**config.mk**
```make
export PLATFORM = sky130hd
export DESIGN_NAME = baud_tick_gen
export DESIGN_NICKNAME = d
export VERILOG_FILES = /design/src/rtl/baud_pkg.sv /design/src/rtl/baud_div_regs.sv /design/src/rtl/baud_ref_edge.sv /design/src/rtl/baud_count_fsm.sv /design/src/rtl/baud_tick_gen.sv
export SDC_FILE = /design/constraint.sdc
export NUM_CORES = 1
export LEC_CHECK = 0
export BUFFER_PORTS_ARGS = -buffer_cell sky130_fd_sc_hd__buf_2
export CAP_MARGIN = 20
export CORE_MARGIN = 2
export CORE_UTILIZATION = 40
export CTS_CLUSTER_DIAMETER = 50
export DETAILED_ROUTE_END_ITERATION = 10
export PLACE_DENSITY = 0.63
export SETUP_SLACK_MARGIN = 0.02
export SYNTH_ARGS = -nofsm -noshare
export SYNTH_HDL_FRONTEND = slang
export SYNTH_SLANG_ARGS = --single-unit
```
**constraint.sdc**
```tcl
create_clock -name clk -period 2.9 [get_ports clk]
set_clock_uncertainty 0.1 [all_clocks]
set_input_delay 0 -clock clk [delete_from_list [all_inputs] [get_ports clk]]
set_output_delay 0 -clock clk [all_outputs]
set_load 0.01 [all_outputs]
```
**src/rtl/baud_pkg.sv**
```systemverilog
package baud_pkg;

    typedef enum logic [1:0] {
        GEN_IDLE = 2'b00,
        GEN_RUN  = 2'b01,
        GEN_WRAP = 2'b10
    } gen_state_e;

endpackage

```
**src/rtl/baud_div_regs.sv**
```systemverilog
module baud_div_regs #(
    parameter int DIV_W  = 16,
    parameter int BYTE_W = 8,
    parameter int ADDR_W = 1
) (
    input  logic              clk,
    input  logic              rst,
    input  logic              cs_n,
    input  logic              wr_n,
    input  logic [ADDR_W-1:0] addr,
    input  logic [BYTE_W-1:0] wdata,
    output logic [DIV_W-1:0]  div_val,
    output logic              div_wr
);
    localparam int NUM_BYTES = DIV_W / BYTE_W;

    logic              wr_hit;
    logic [BYTE_W-1:0] lane_q [NUM_BYTES];

    assign wr_hit = ~cs_n & ~wr_n;

    for (genvar g = 0; g < NUM_BYTES; g++) begin : g_lane
        always_ff @(posedge clk) begin
            if (rst) begin
                lane_q[g] <= '0;
            end else if (wr_hit && (addr == ADDR_W'(g))) begin
                lane_q[g] <= wdata;
            end
        end
        assign div_val[g*BYTE_W +: BYTE_W] = lane_q[g];
    end

    // one-cycle pulse that lines up with the updated divisor
    always_ff @(posedge clk) begin
        if (rst) begin
            div_wr <= 1'b0;
        end else begin
            div_wr <= wr_hit;
        end
    end

endmodule

```
**src/rtl/baud_ref_edge.sv**
```systemverilog
module baud_ref_edge #(
    parameter int SYNC_STAGES = 2
) (
    input  logic clk,
    input  logic rst,
    input  logic ref_clk,
    input  logic ref_en,
    output logic ref_qual
);
    logic [SYNC_STAGES-1:0] sync_q;
    logic                   prev_q;

    always_ff @(posedge clk) begin
        if (rst) begin
            sync_q <= '0;
            prev_q <= 1'b0;
        end else begin
            sync_q <= {sync_q[SYNC_STAGES-2:0], ref_clk};
            prev_q <= sync_q[SYNC_STAGES-1];
        end
    end

    assign ref_qual = sync_q[SYNC_STAGES-1] & ~prev_q & ref_en;

endmodule

```
**src/rtl/baud_count_fsm.sv**
```systemverilog
module baud_count_fsm
    import baud_pkg::*;
#(
    parameter int DIV_W = 16
) (
    input  logic             clk,
    input  logic             rst,
    input  logic [DIV_W-1:0] div_val,
    input  logic             div_wr,
    input  logic             ref_qual,
    output logic             tick,
    output logic             idle,
    output logic [DIV_W-1:0] count
);
    gen_state_e       state_q, state_d;
    logic [DIV_W-1:0] count_q, count_d;
    logic [DIV_W-1:0] eff_div;
    logic             div_nz;
    logic             last;

    assign div_nz  = |div_val;
    assign eff_div = div_nz ? div_val : DIV_W'(1);
    assign last    = (count_q <= DIV_W'(1));

    always_comb begin
        state_d = state_q;
        count_d = count_q;
        unique case (state_q)
            GEN_IDLE: begin
                if (div_wr && div_nz) begin
                    state_d = GEN_RUN;
                    count_d = eff_div;
                end
            end
            GEN_RUN, GEN_WRAP: begin
                if (div_wr) begin
                    state_d = GEN_RUN;
                    count_d = eff_div;
                end else if (ref_qual) begin
                    if (last) begin
                        state_d = GEN_WRAP;
                        count_d = eff_div;
                    end else begin
                        state_d = GEN_RUN;
                        count_d = count_q - DIV_W'(1);
                    end
                end else begin
                    state_d = GEN_RUN;
                end
            end
            default: begin
                state_d = GEN_IDLE;
                count_d = '0;
            end
        endcase
    end

    always_ff @(posedge clk) begin
        if (rst) begin
            state_q <= GEN_IDLE;
        end else begin
            state_q <= state_d;
        end
    end

    always_ff @(posedge clk) begin
        if (rst) begin
            count_q <= '0;
        end else begin
            count_q <= count_d;
        end
    end

    always_comb begin
        tick  = (state_q == GEN_WRAP);
        idle  = (state_q == GEN_IDLE);
        count = count_q;
    end

endmodule

```
**src/rtl/baud_tick_gen.sv**
```systemverilog
module baud_tick_gen #(
    parameter  int DIV_W       = 16,
    parameter  int BYTE_W      = 8,
    parameter  int SYNC_STAGES = 2,
    localparam int ADDR_W      = (DIV_W / BYTE_W > 1) ? $clog2(DIV_W / BYTE_W) : 1
) (
    input  logic              clk,
    input  logic              rst,
    input  logic              cs_n,
    input  logic              wr_n,
    input  logic [ADDR_W-1:0] addr,
    input  logic [BYTE_W-1:0] wdata,
    input  logic              ref_clk,
    input  logic              ref_en,
    output logic              tick,
    output logic              baud_out
);
    logic [DIV_W-1:0] div_val;
    logic             div_wr;
    logic             ref_qual;
    logic             gen_idle;
    logic [DIV_W-1:0] gen_count;

    baud_div_regs #(
        .DIV_W (DIV_W),
        .BYTE_W(BYTE_W),
        .ADDR_W(ADDR_W)
    ) u_regs (
        .clk    (clk),
        .rst    (rst),
        .cs_n   (cs_n),
        .wr_n   (wr_n),
        .addr   (addr),
        .wdata  (wdata),
        .div_val(div_val),
        .div_wr (div_wr)
    );

    baud_ref_edge #(
        .SYNC_STAGES(SYNC_STAGES)
    ) u_edge (
        .clk     (clk),
        .rst     (rst),
        .ref_clk (ref_clk),
        .ref_en  (ref_en),
        .ref_qual(ref_qual)
    );

    baud_count_fsm #(
        .DIV_W(DIV_W)
    ) u_fsm (
        .clk     (clk),
        .rst     (rst),
        .div_val (div_val),
        .div_wr  (div_wr),
        .ref_qual(ref_qual),
        .tick    (tick),
        .idle    (gen_idle),
        .count   (gen_count)
    );

    always_ff @(posedge clk) begin
        if (rst) begin
            baud_out <= 1'b0;
        end else begin
            baud_out <= tick;
        end
    end

endmodule

```
Yosys cells after proc, flatten, opt, wreduce, memory -nomap -nowiden
Memories as Yosys holds them, arrays and structs flattened.
Index checks and enable logic that the tools add are counted.
Word-level totals
  output and inout port bits: 2
  bits in writable memories: 16
  ROM bits: 0
  memories: 1
  input bits: 15
  register bits: 23
  latch bits: 0
Memories
  u_regs.lane_q: depth 2, width 8, rd ports 2, clocked after Yosys merged registers in 0, write ports 2, RTL line baud_div_regs.sv:18  | logic [BYTE_W-1:0] lane_q [NUM_BYTES];
Operators by class
  multiplexer cells: 21
  shift operators: 0
  bitwise logic cells: 9
  $add $sub $neg: 1
  div/mod/pow operators: 0
  multipliers: 0
  eq/ne operators: 4
  reduce and logical (&&, ||, !) cells: 7
  magnitude comparators: 1
Operator list (count)
  $mux 16: 5
  $pmux 16 s2: 1
  $le 16x1->1 const B: 1
  $mux 8: 2
  $reduce_or 16->1: 1
  $sub 16x1->16 const B: 1
  $mux 1: 8
  $mux 2: 4
  $not 1->1: 4
  $pmux 2 s2: 1
  $and 1x1->1: 3
  $logic_and 1x1->1: 3
  $ne 3x3->1 const B: 1
  $eq 2x1->1 const B: 1
  $eq 2x2->1 const B: 1
  $logic_not 2->1: 1
  $ne 2x1->1 const B: 1
  $or 1x1->1: 2
  $reduce_and 2->1: 1
  $reduce_or 2->1: 1

Logic depth before layout (Yosys ltp)
Gate-level depths: netlist of run 1.
  word-level depth: 7
  gate-level depth with buffers: 8

Cells and area by module
From an unflattened synthesis of run 1, not the netlist that was laid out.
Second synthesis, totals
  cell total of the unflattened synthesis: 219
  area total of the unflattened synthesis: 2175.8 um^2
By module, submodules not included
  baud_count_fsm: instances 1, seq. area each 360.3 um^2, cells each 170, area an instance 1381.3 um^2
  baud_div_regs: instances 1, seq. area each 500.5 um^2, cells each 40, area an instance 673.1 um^2
  baud_ref_edge: instances 1, seq. area each 60.1 um^2, cells each 7, area an instance 87.6 um^2
  baud_tick_gen: instances 1, seq. area each 20.0 um^2, cells each 2, area an instance 33.8 um^2

Worst setup path after synthesis of run 1
No wires, ideal clock.
  kind: reg-to-reg
  start: reg u_fsm.count_q[4], in the netlist u_fsm.count[4]
  end: reg u_fsm.count_q[1], in the netlist u_fsm.count[1]
  period minus slack after synthesis: 2.009 ns
  setup slack: 0.891 ns
  buffers on the path: 2
  arrival time: 1.792 ns
  library setup time: 0.117 ns
  cell stages (with the launch flop): 8
  cell sequence: dfxtp_1 buf_6 nor4_4 and4b_1 buf_6 a21oi_4 mux2_4 a32o_1
Between the ends
  word-level cells in the longest chain between the ends: 5
Ends and longest elaborated chain
  start, declared: RTL line baud_count_fsm.sv:16  | logic [DIV_W-1:0] count_q, count_d;
  start signal, assigned: RTL line baud_count_fsm.sv:70  | count_q <= count_d;
  $le 16x1->1: RTL line baud_count_fsm.sv:23  | assign last = (count_q <= DIV_W'(1));
  $mux 16: RTL line baud_count_fsm.sv:40  | if (last) begin
  $mux 16: RTL line baud_count_fsm.sv:39  | end else if (ref_qual) begin
  $mux 16: RTL line baud_count_fsm.sv:36  | if (div_wr) begin
  $pmux 16 s2: RTL line baud_count_fsm.sv:28  | unique case (state_q)
Every way passes these cells. The select of a mux whose other input is x is not followed.
A chain may end at the register's enable or synchronous reset.

Final worst setup path of run 1
Ends and elaborated chain as after synthesis.

==> results.ini, run 1 <==
[yosys]
synth_ff_type = dfxtp_1
synth-seq-area-share_pct = 43.17
yosys.area.top_type = edfxtp_1
syn_inst = 224
ys_async_sr_fraction_pct = 0
synthSimpleGateAreaFrac_pct = 24.28
synth_fa_ha_area_share_pct = 2.870
yosysTopAreaCellShare_pct = 22.04
syn_nets = 244
synth_cell_types = 51
synth_edf_count = 16
synth_area_leaders = edfxtp_1, dfxtp_1, nand2_1, and3_1, mux2i_1
synth_xor_area_share_pct = 4.822
synth-compound-area-share_pct = 16.76
synth_area_mm2 = 0.002180
synth_warnings = 0
yosys_register_bits = 39
synthMuxAreaShare_pct = 3.904
syn-mean-instance-area_um2 = 9.730
synth_top_family_by_area = simple AND/OR/NAND/NOR gates

[routing]
wl_per_cell_um = 14.64
firstDrtPassIters = 4
drt_iter0_markers = 87
vias_per_cell = 5.478
num_vias = 1764
wl_mm = 4.713
ant_nets = 0
drc = 0

[global_route]
grt_pass1_vias = 1697
antenna_found_initial = 0
gr-total-overflow = 0
grt_util_all_layers_pct = 16.99
grt_pass1_wl_mm = 8.114
grt_max_degree = 18

[worst_setup_path]
cp-end-kind = flip-flop
slowest_stage = nor4_4
worstSetupPathType = reg -> reg
crit_chain = nor4_4 > and4b_1 > a21oi_4 > mux2_4 > a32o_1
cp.arrival_ns = 2.55
critPathMaxStageDelay_ns = 0.54
crit_path_max_fanout = 17
cp-start-kind = flip-flop
required_ns = 2.98

[hold_path]
hold_class = in -> reg

[cells_and_area]
final_nets = 271
antenna_cells = 0
nFillCells = 481
drive_above_1_share_pct = 13.89
area_growth_pct = 16.70

[placement]
dp_hpwl_mm = 3.389
place_congestion = 0.7713
dp_slack_ns = 0.4786
io_buffers = 16

[clock_tree]
clock_sinks = 39
htreeDepth = 2
tritoncts = yes
clk_pin_slew_worst_paths_ns = 0.08
clock_path_buffers = 2
numCtsBuffers = 5
cts-root-buf = clkbuf_8
insertion_delay_ns = 0.29

[timing]
max_freq_ghz = 0.4056
setup_slack_ns = 0.4348
tightest_slew_ns = 0.9318
hold_violations = 0
setup_violations = 0
drv_slew = 0
min_period_over_period_pct = 85.01
slew_headroom_pct = 37.31
grt_setup_unrepaired = no
fin_setup_tns_ns = 0
finalWorstPathRequiredPeriod_ns = 2.465

[floorplanning]
coreArea_mm2 = 0.005172
initial_core_util_pct = 42.14
die-area_mm2 = 0.006055
die_w_um = 77.82
fp.dieH_um = 77.82
rows = 26
io_pins = 17

[outcome]
status = completed

[power_and_ir_drop]
p_per_area_mw_per_mm2 = 588.5
vdd_drop_max_v = 0.0003387
p_leak_nw = 1.037

[flow_run]
cap_viol_max_count = 0

state kept, by name, indices dropped and copies added (netlist names):
signal and count:
u_regs.lane_q 16, u_fsm.state_q 2, u_edge.prev_q 1, baud_out 1
u_edge.sync_q 2, u_regs.div_wr 1, u_fsm.count 16
logic make-up after synthesis:
family | after synthesis
buffers and inverters | 18
muxes | 8
xor gates and xnor gates | 12
AOI/OAI and AO/OA | 50
and+or+nand+nor | 92
DFF | 39
adders and majority gates | 5
cell usage in the layout, fill, tap and decap left out, drive strengths merged, types with 2 or more instances in the layout:
master,instances
nand2,23
dfxtp,23
buf,19
edfxtp,16
o21ai,14
dlygate4sd3,13
nor2,12
and3,12
nor4,10
a22oi,8
xor2,8
and2,8
mux2i,7
nand3,6
inv,6
nor2b,5
ha,5
clkbuf,5
nor3,5
a41oi,4
xnor2,4
a22o,4
o211ai,3
a21oi,3
o21a,2
nor3b,2
o31ai,2
nand4,2
a211o,2
o221ai,2
nand4b,2
clkinv,2
metrics by stage:
stage	util, %	instance area [um^2]	total power [W]	cells	hold slack [ns]
6_report	49.18	2544	0.001497	322	0.04031
5_1_grt	49.18	2544	0.001586	322	0.05540
4_1_cts	49.18	2544	0.001510	322	0.03186
3_5_place_dp	44.48	2301	0.001041	301	0.1222
3_3_place_gp	44.48	2301	0.001041	301	0.1211
2_1_floorplan	-	2180	0.0009697	224	0.02818
critical path: cells and delay by family, from the launching register on:
family | cells | cell delay (ns)
mux | 1 | 0.35
compound gates | 2 | 0.47
flops | 1 | 0.41
simple gates | 2 | 1.03
power breakdown:
group          total, W  switching (W)  leakage (nW)  internal, W
combinational  0.000395       0.000215         0.634     0.000180
clock          0.000452       0.000196        0.0581     0.000256
sequential     0.000651      0.0000438         0.345     0.000607
total           0.00150       0.000454          1.04      0.00104
metal layers:
metal,vias to the layer above,GRT usage [%],part of all wire (%)
li1,890,-,-
met1,812,22.54,47
met2,56,27.07,47
met3,6,3.488,5.2
met4,0,6.607,0.98
met5,-,0,0
synthesized netlist by cell type, drive strengths merged, types with 2 or more instances:
cell type and instances:
inv 6, o21ai 14, and3 12, a21oi 3
a41oi 4, nand3 6, nor2 12, xor2 8
a211o 2, xnor2 4, clkbuf 6, edfxtp 16
a22oi 8, o221ai 2, a22o 4, ha 5
o211ai 3, nand4b 2, mux2i 7, nand4 2
nor3 5, nor4 10, nand2 23, nor2b 5
o31ai 2, o21a 2, buf 6, nor3b 2
and2 8, dfxtp 23
final timing paths:
path / cells after the start / startpoint / to / slack [ns]
max: 5 / u_fsm.count[4] / u_fsm.count[1] / 0.43
min: 2 / addr / u_regs.lane_q[1][1] / 0.04
max reg2reg: 5 / u_fsm.count[4] / u_fsm.count[1] / 0.43
min reg2reg: 1 / u_edge.sync_q[0] / u_edge.sync_q[1] / 0.35
repair_timing:
item                      in CTS  in global routing
setup buffers                  0                  0
hold endpoints to repair      23                  0
gates resized for setup        0                  0
hold buffers                  13                  0
cell type report:
| type | instances | area, um^2 | share of cell area (%) |
|---|---|---|---|
| tap | 70 | 87.58 | 3.443 |
| inverter | 6 | 22.52 | 0.8854 |
| clock inverter | 3 | 43.79 | 1.722 |
| sequential | 39 | 940.9 | 36.99 |
| clock buffer | 5 | 68.82 | 2.705 |
| multi-input combinational | 167 | 1147 | 45.11 |
| timing repair buffer | 32 | 232.7 | 9.149 |
No activity file was read; power rests on OpenSTA's default activity.
==> inputs of run 2 (changes only) <==
Settings changed: CAP_MARGIN 20 to default, CELL_PAD_IN_SITES_DETAIL_PLACEMENT from default to 2, CELL_PAD_IN_SITES_GLOBAL_PLACEMENT from default to 2, CORE_UTILIZATION 40 to 38, PLACE_DENSITY 0.63 to 0.85.
==> run 2 against run 1 <==
Against the previous run: register-to-register slack about the same; setup slack improved by 0.0019 ns; power decreased by 2.9%; highest routed layer unchanged.
==> results.ini, run 2 (same netlist as run 1, synthesis figures left out) <==
[worst_setup_path]
rr_worst_depth = 5  ; unchanged
crit_end = u_fsm.count[1]  ; unchanged
crit_path_max_fanout = 17  ; unchanged
reg2reg_to = u_fsm.count[1]  ; unchanged
critPathMaxStageDelay_ns = 0.55  ; was 0.54 ns
required_ns = 2.99  ; was 2.98 ns
cp-end-kind = flip-flop  ; unchanged
cp-startpoint = u_fsm.count[4]  ; unchanged
slowest_stage = nor4_4  ; unchanged
path_depth = 5  ; unchanged
r2r_slack_ns = 0.44  ; was 0.43 ns
r2r-start = u_fsm.count[4]  ; unchanged
path_delay_family = simple AND/OR/NAND/NOR gates  ; unchanged
cp.arrival_ns = 2.55  ; about the same
worst-path-buf-inv = 0  ; unchanged
cp-start-kind = flip-flop  ; unchanged
worstSetupPathType = reg -> reg  ; unchanged
crit_chain = nor4_4 > and4b_1 > a21oi_4 > mux2_4 > a32o_1  ; unchanged

[cells_and_area]
area_growth_pct = 16.42  ; was 16.70%
final_nets = 273  ; was 271
drive_above_1_share_pct = 14.57  ; was 13.89%
final_cells = 326  ; was 322
antenna_cells = 0  ; unchanged
final_cell_mix = nand2_1, dfxtp_1, buf_2, edfxtp_1  ; unchanged

[floorplanning]
rows = 27  ; was 26
die_w_um = 79.74  ; was 77.82 um
fp.dieH_um = 79.74  ; was 77.82 um
initial_core_util_pct = 39.58  ; was 42.14%
coreArea_mm2 = 0.005507  ; was 0.005172 mm^2
die-area_mm2 = 0.006358  ; was 0.006055 mm^2
io_pins = 17  ; unchanged

[global_route]
gr-total-overflow = 0  ; unchanged
grt_pass1_vias = 2124  ; was 1,697
grt_util_all_layers_pct = 23.99  ; was 16.99%
antenna_found_initial = 0  ; unchanged
grt_max_degree = 18  ; unchanged
grt_pass1_wl_mm = 11.46  ; was 8.114 mm

[routing]
drt_iter0_markers = 86  ; was 87
wl_mm = 7.019  ; was 4.713 mm
ant_nets = 0  ; unchanged
firstDrtPassIters = 4  ; unchanged
drc = 0  ; unchanged
num_vias = 1923  ; was 1,764
vias_per_cell = 5.899  ; was 5.478
wl_per_cell_um = 21.53  ; was 14.64 um

[clock_tree]
clock_sinks = 39  ; unchanged
hold_buffers = 13  ; unchanged
insertion_delay_ns = 0.29  ; about the same
cts_setup_buffers = 0  ; unchanged
cts-root-buf = clkbuf_8  ; unchanged
tritoncts = yes  ; unchanged
post_cts_resize_count = 0  ; unchanged
clock_path_buffers = 2  ; unchanged
htreeDepth = 2  ; unchanged
numCtsBuffers = 5  ; unchanged
clk_pin_slew_worst_paths_ns = 0.09  ; was 0.08 ns

[power_and_ir_drop]
vdd_drop_max_v = 0.0002828  ; was 0.0003387 V
p_per_area_mw_per_mm2 = 572.9  ; was 588.5 mW/mm^2
p_leak_nw = 1.030  ; was 1.037 nW

[flow_run]
cap_viol_max_count = 0  ; unchanged

[timing]
hold_violations = 0  ; unchanged
fin_setup_tns_ns = 0  ; unchanged
finalWorstPathRequiredPeriod_ns = 2.463  ; was 2.465 ns
tightest_slew_ns = 1.073  ; was 0.9318 ns
setup_violations = 0  ; unchanged
drv_slew = 0  ; unchanged
min_period_over_period_pct = 84.94  ; was 85.01%
max_freq_ghz = 0.4060  ; was 0.4056 GHz
slew_headroom_pct = 27.83  ; was 37.31%
grt_setup_unrepaired = no  ; unchanged

[hold_path]
hold_class = in -> reg  ; unchanged
hold_depth = 2  ; unchanged

[placement]
dp_cells = 305  ; was 301
io_buffers = 16  ; unchanged
dp_hpwl_mm = 4.715  ; was 3.389 mm
place_congestion = 0.7783  ; was 0.7713

[outcome]
status = completed  ; unchanged

[run 2: power breakdown]
part           total [W]  internal [W]  switching (W)
Clock           0.000378      0.000168       0.000210
Combinational   0.000420      0.000182       0.000238
Sequential      0.000656      0.000607      0.0000490
Total            0.00145      0.000956       0.000497
[run 2: per-layer routing]
layer | track usage, % | vias to the layer above | wire length, um
met5 | 0 | - | 0
met4 | 6.610 | 0 | 130
met3 | 3.054 | 13 | 198
met2 | 42.94 | 42 | 3625
met1 | 30.28 | 976 | 3065
li1 | - | 892 | -
[run 2: how the worst min path moves through the flow]
stage | start | to | slack [ns]
floorplan | ref_clk | u_edge.sync_q[0] | 0.03
global placement | ref_clk | u_edge.sync_q[0] | 0.12
detailed placement | ref_clk | u_edge.sync_q[0] | 0.15
CTS | addr | u_regs.lane_q[1][5] | 0.03
global route | addr | u_regs.lane_q[1][5] | 0.09
finish | addr | u_regs.lane_q[1][5] | 0.08
[run 2: area by class of cell]
type	instances	area, um^2
Clock buffer	5	68.82
Clock inverter	3	20.02
Fill cell	579	2969
Inverter	6	22.52
Multi-Input combinational cell	167	1147
Sequential cell	39	940.9
Tap cell	72	90.09
Timing Repair Buffer	34	247.7
[run 2: worst reg2reg max path: stages, from the launching register on]
cell and delay, ns:
dfxtp_1 0.41, nor4_4 0.55, and4b_1 0.48, a21oi_4 0.23
mux2_4 0.35, a32o_1 0.24
[run 2: stage by stage]
stage                     hold slack, ns  util [%]  setup slack, ns  cell area [um^2]  power [W]
after global placement            0.1156     42.10           0.4908              2318   0.001050
after floorplan                  0.02818         -           0.8906              2180  0.0009697
after global routing             0.08893     46.08           0.3466              2537   0.001523
final                            0.07603     46.08           0.4367              2537   0.001454
after CTS                        0.03474     46.08           0.4581              2537   0.001458
after detailed placement          0.1500     42.10           0.4691              2318   0.001067
==> inputs of run 3 (changes only) <==
Settings changed: ABC_AREA from default to 1, CORE_UTILIZATION 38 to 31, PLACE_DENSITY 0.85 to 0.8.
Clock period 2.9 ns to 2.16 ns, I/O delays scaled along.
==> run 3 against run 2 <==
Against the previous run: first-iteration DRC count shrank 45%; setup slack lost 0.30 ns; wire length up 5.5%; critical path depth increased by 5; clock power rose by 63%; sequential share of layout area decreased by 3.1 points; largest power group is now combinational cells; non-clock buffer count increased by 1; final area is 9.2% higher; flip-flop and latch count unchanged; sequential power increased by 45%.
==> results.ini, run 3 <==
[routing]
wl_mm = 7.402  ; was 7.019 mm
wl_per_cell_um = 16.52  ; was 21.53 um
ant_nets = 0  ; unchanged
vias_per_cell = 4.779  ; was 5.899
firstDrtPassIters = 4  ; unchanged
num_vias = 2141  ; was 1,923
drt_iter0_markers = 47  ; was 86
drc = 0  ; unchanged

[yosys]
synth_area_mm2 = 0.002303  ; was 0.002180 mm^2
synth-seq-area-share_pct = 40.85  ; was 43.17%
synth_area_leaders = edfxtp_1, dfxtp_1, nand2_1, nor2_1, inv_1  ; was edfxtp_1, dfxtp_1, nand2_1, and3_1, mux2i_1
yosysTopAreaCellShare_pct = 20.86  ; was 22.04%
yosys_register_bits = 39  ; unchanged
syn-mean-instance-area_um2 = 7.407  ; was 9.730 um^2
synth_warnings = 0  ; unchanged
synth.most_common_cell = nand2_1
syn_inst = 311  ; was 224
syn_nets = 331  ; was 244
synth_cell_types = 32  ; was 51
synth_edf_count = 16  ; unchanged
synth_commonest_cells = nand2_1, nor2_1, inv_1  ; was dfxtp_1, nand2_1, edfxtp_1
synth_ff_type = dfxtp_1  ; unchanged
yosys.area.top_type = edfxtp_1  ; unchanged
ys_async_sr_fraction_pct = 0  ; unchanged

[hold_path]
holdPathEnd = u_regs.lane_q[0][4]  ; was u_regs.lane_q[1][5]
hold_class = in -> reg  ; unchanged
hp-start = addr  ; unchanged
hold_depth = 3  ; was 2

[timing]
min_period_over_period_pct = 93.65  ; was 84.94%
slew_headroom_pct = 71.23  ; was 27.83%
drv_slew = 0  ; unchanged
setup_violations = 0  ; unchanged
fin_setup_tns_ns = 0  ; unchanged
max_freq_ghz = 0.4944  ; was 0.4060 GHz
tightest_slew_ns = 0.4282  ; was 1.073 ns
finalWorstPathRequiredPeriod_ns = 2.023  ; was 2.463 ns
grt_setup_unrepaired = no  ; unchanged
hold_violations = 0  ; unchanged

[power_and_ir_drop]
vdd_drop_max_v = 0.0003412  ; was 0.0002828 V
p_per_area_mw_per_mm2 = 1077  ; was 572.9 mW/mm^2
p_leak_nw = 1.249  ; was 1.030 nW

[clock_tree]
cts-root-buf = clkbuf_8  ; unchanged
numCtsBuffers = 5  ; unchanged
clock_sinks = 39  ; unchanged
insertion_delay_ns = 0.30  ; was 0.29 ns
clk_pin_slew_worst_paths_ns = 0.08  ; was 0.09 ns
tritoncts = yes  ; unchanged
htreeDepth = 2  ; unchanged
clock_path_buffers = 2  ; unchanged

[worst_setup_path]
r2r-start = u_fsm.state_q[0]  ; was u_fsm.count[4]
rr_worst_depth = 10  ; was 5
crit_path_max_fanout = 16  ; was 17
cp-end-kind = flip-flop  ; unchanged
r2r_slack_ns = 0.14  ; was 0.44 ns
cp-start-kind = flip-flop  ; unchanged
worstSetupPathType = reg -> reg  ; unchanged
required_ns = 2.24  ; was 2.99 ns
cp.arrival_ns = 2.10  ; was 2.55 ns
reg2reg_to = u_fsm.count[0]  ; was u_fsm.count[1]

[cells_and_area]
final_nets = 368  ; was 273
area_growth_pct = 20.32  ; was 16.42%
final_cell_mix = nand2_1, nor2_1, inv_1  ; was nand2_1, dfxtp_1, buf_2, edfxtp_1
final_cells = 448  ; was 326
antenna_cells = 0  ; unchanged
final_common_cell = nand2_1
nFillCells = 866  ; was 579
drive_above_1_share_pct = 20.63  ; was 14.57%

[global_route]
grt_util_all_layers_pct = 19.05  ; was 23.99%
gr-total-overflow = 0  ; unchanged
grt_pass1_wl_mm = 12.05  ; was 11.46 mm
grt_pass1_vias = 2297  ; was 2,124
antenna_found_initial = 0  ; unchanged
grt_max_degree = 22  ; was 18

[floorplanning]
fp.dieH_um = 90.20  ; was 79.74 um
die-area_mm2 = 0.008136  ; was 0.006358 mm^2
rows = 31  ; was 27
initial_core_util_pct = 31.93  ; was 39.58%
io_pins = 17  ; unchanged
die_w_um = 90.20  ; was 79.74 um
coreArea_mm2 = 0.007214  ; was 0.005507 mm^2

[placement]
dp_cells = 427  ; was 305
place_congestion = 0.8410  ; was 0.7783
io_buffers = 16  ; unchanged
dp_hpwl_mm = 5.218  ; was 4.715 mm

[flow_run]
cap_viol_max_count = 0  ; unchanged

[outcome]
status = completed  ; unchanged

-- run 3: layer usage --
layer	global-route usage (%)	share of wire, %
met1	23.06	44
met2	35.34	53
met3	2.515	2.8
met4	5.000	1.1
met5	0	0
-- run 3: timing repair --
| action | in CTS | in global routing |
|---|---|---|
| setup buffers | 0 | 2 |
| setup endpoints to repair | 0 | 16 |
| hold buffers | 11 | 0 |
| endpoints found under the hold margin | 19 | 0 |
| resized for setup | 0 | 5 |
-- run 3: logic make-up after synthesis --
kind of cell | after synthesis | synth area share [%]
adders and majority gates | 5 | 2.716
AOI/OAI and AO/OA | 34 | 9.994
buffers and inverters | 47 | 8.691
and+or+nand+nor | 177 | 34.33
DFF | 39 | 40.85
xor gates and xnor gates | 9 | 3.422
-- run 3: area by class of cell --
type | count | area [um^2] | share of cell area [%]
multi-input combinational | 225 | 1172 | 42.30
tap | 99 | 123.9 | 4.470
timing repair buffer | 35 | 262.8 | 9.481
inverter | 42 | 160.2 | 5.779
clock inverter | 2 | 37.54 | 1.354
sequential | 39 | 942.2 | 34.00
clock buffer | 6 | 72.57 | 2.619
-- run 3: worst max path at each step --
| stage | startpoint | endpoint | slack, ns | cells past startpoint |
|---|---|---|---|---|
| after floorplan | u_fsm.count[0] | u_fsm.count[1] | 0.39 | 12 |
| after global placement | u_fsm.state_q[1] | u_fsm.count[12] | 0.18 | 10 |
| after detailed placement | u_fsm.state_q[0] | u_fsm.count[12] | 0.14 | 10 |
| after CTS | u_fsm.state_q[0] | u_fsm.count[1] | 0.06 | 9 |
| after global routing | u_fsm.state_q[0] | u_fsm.count[7] | 0.02 | 10 |
| final | u_fsm.state_q[0] | u_fsm.count[0] | 0.14 | 10 |
-- run 3: power breakdown --
group	internal, W	leakage [nW]	switching (W)
combinational	0.000499	0.852	0.000920
sequential	0.000854	0.346	0.0000940
clock	0.000345	0.0514	0.000274
total	0.00170	1.25	0.00129
-- run 3: critical path, stage by stage, from the launching register on --
cell and delay (ns):
dfxtp_1 0.37, inv_1 0.09, ha_2 0.39, inv_2 0.08, nor2_1 0.20, nand2_1 0.17, inv_1 0.15, nor2_4 0.06
buf_12 0.15, nand2_1 0.10, a21oi_2 0.05
-- run 3: through the flow --
step	util, %	cell area (um^2)	hold slack (ns)	power (W)	setup WS (ns)
global route	38.41	2771	0.1442	0.003222	0.02398
detailed placement	34.96	2522	0.1397	0.002303	0.1359
CTS	38.02	2743	0.1147	0.002981	0.06482
finish	38.41	2771	0.1194	0.002985	0.1372
global placement	34.96	2522	0.1008	0.002257	0.1794
floorplan	-	2303	-0.03093	0.001971	0.3873
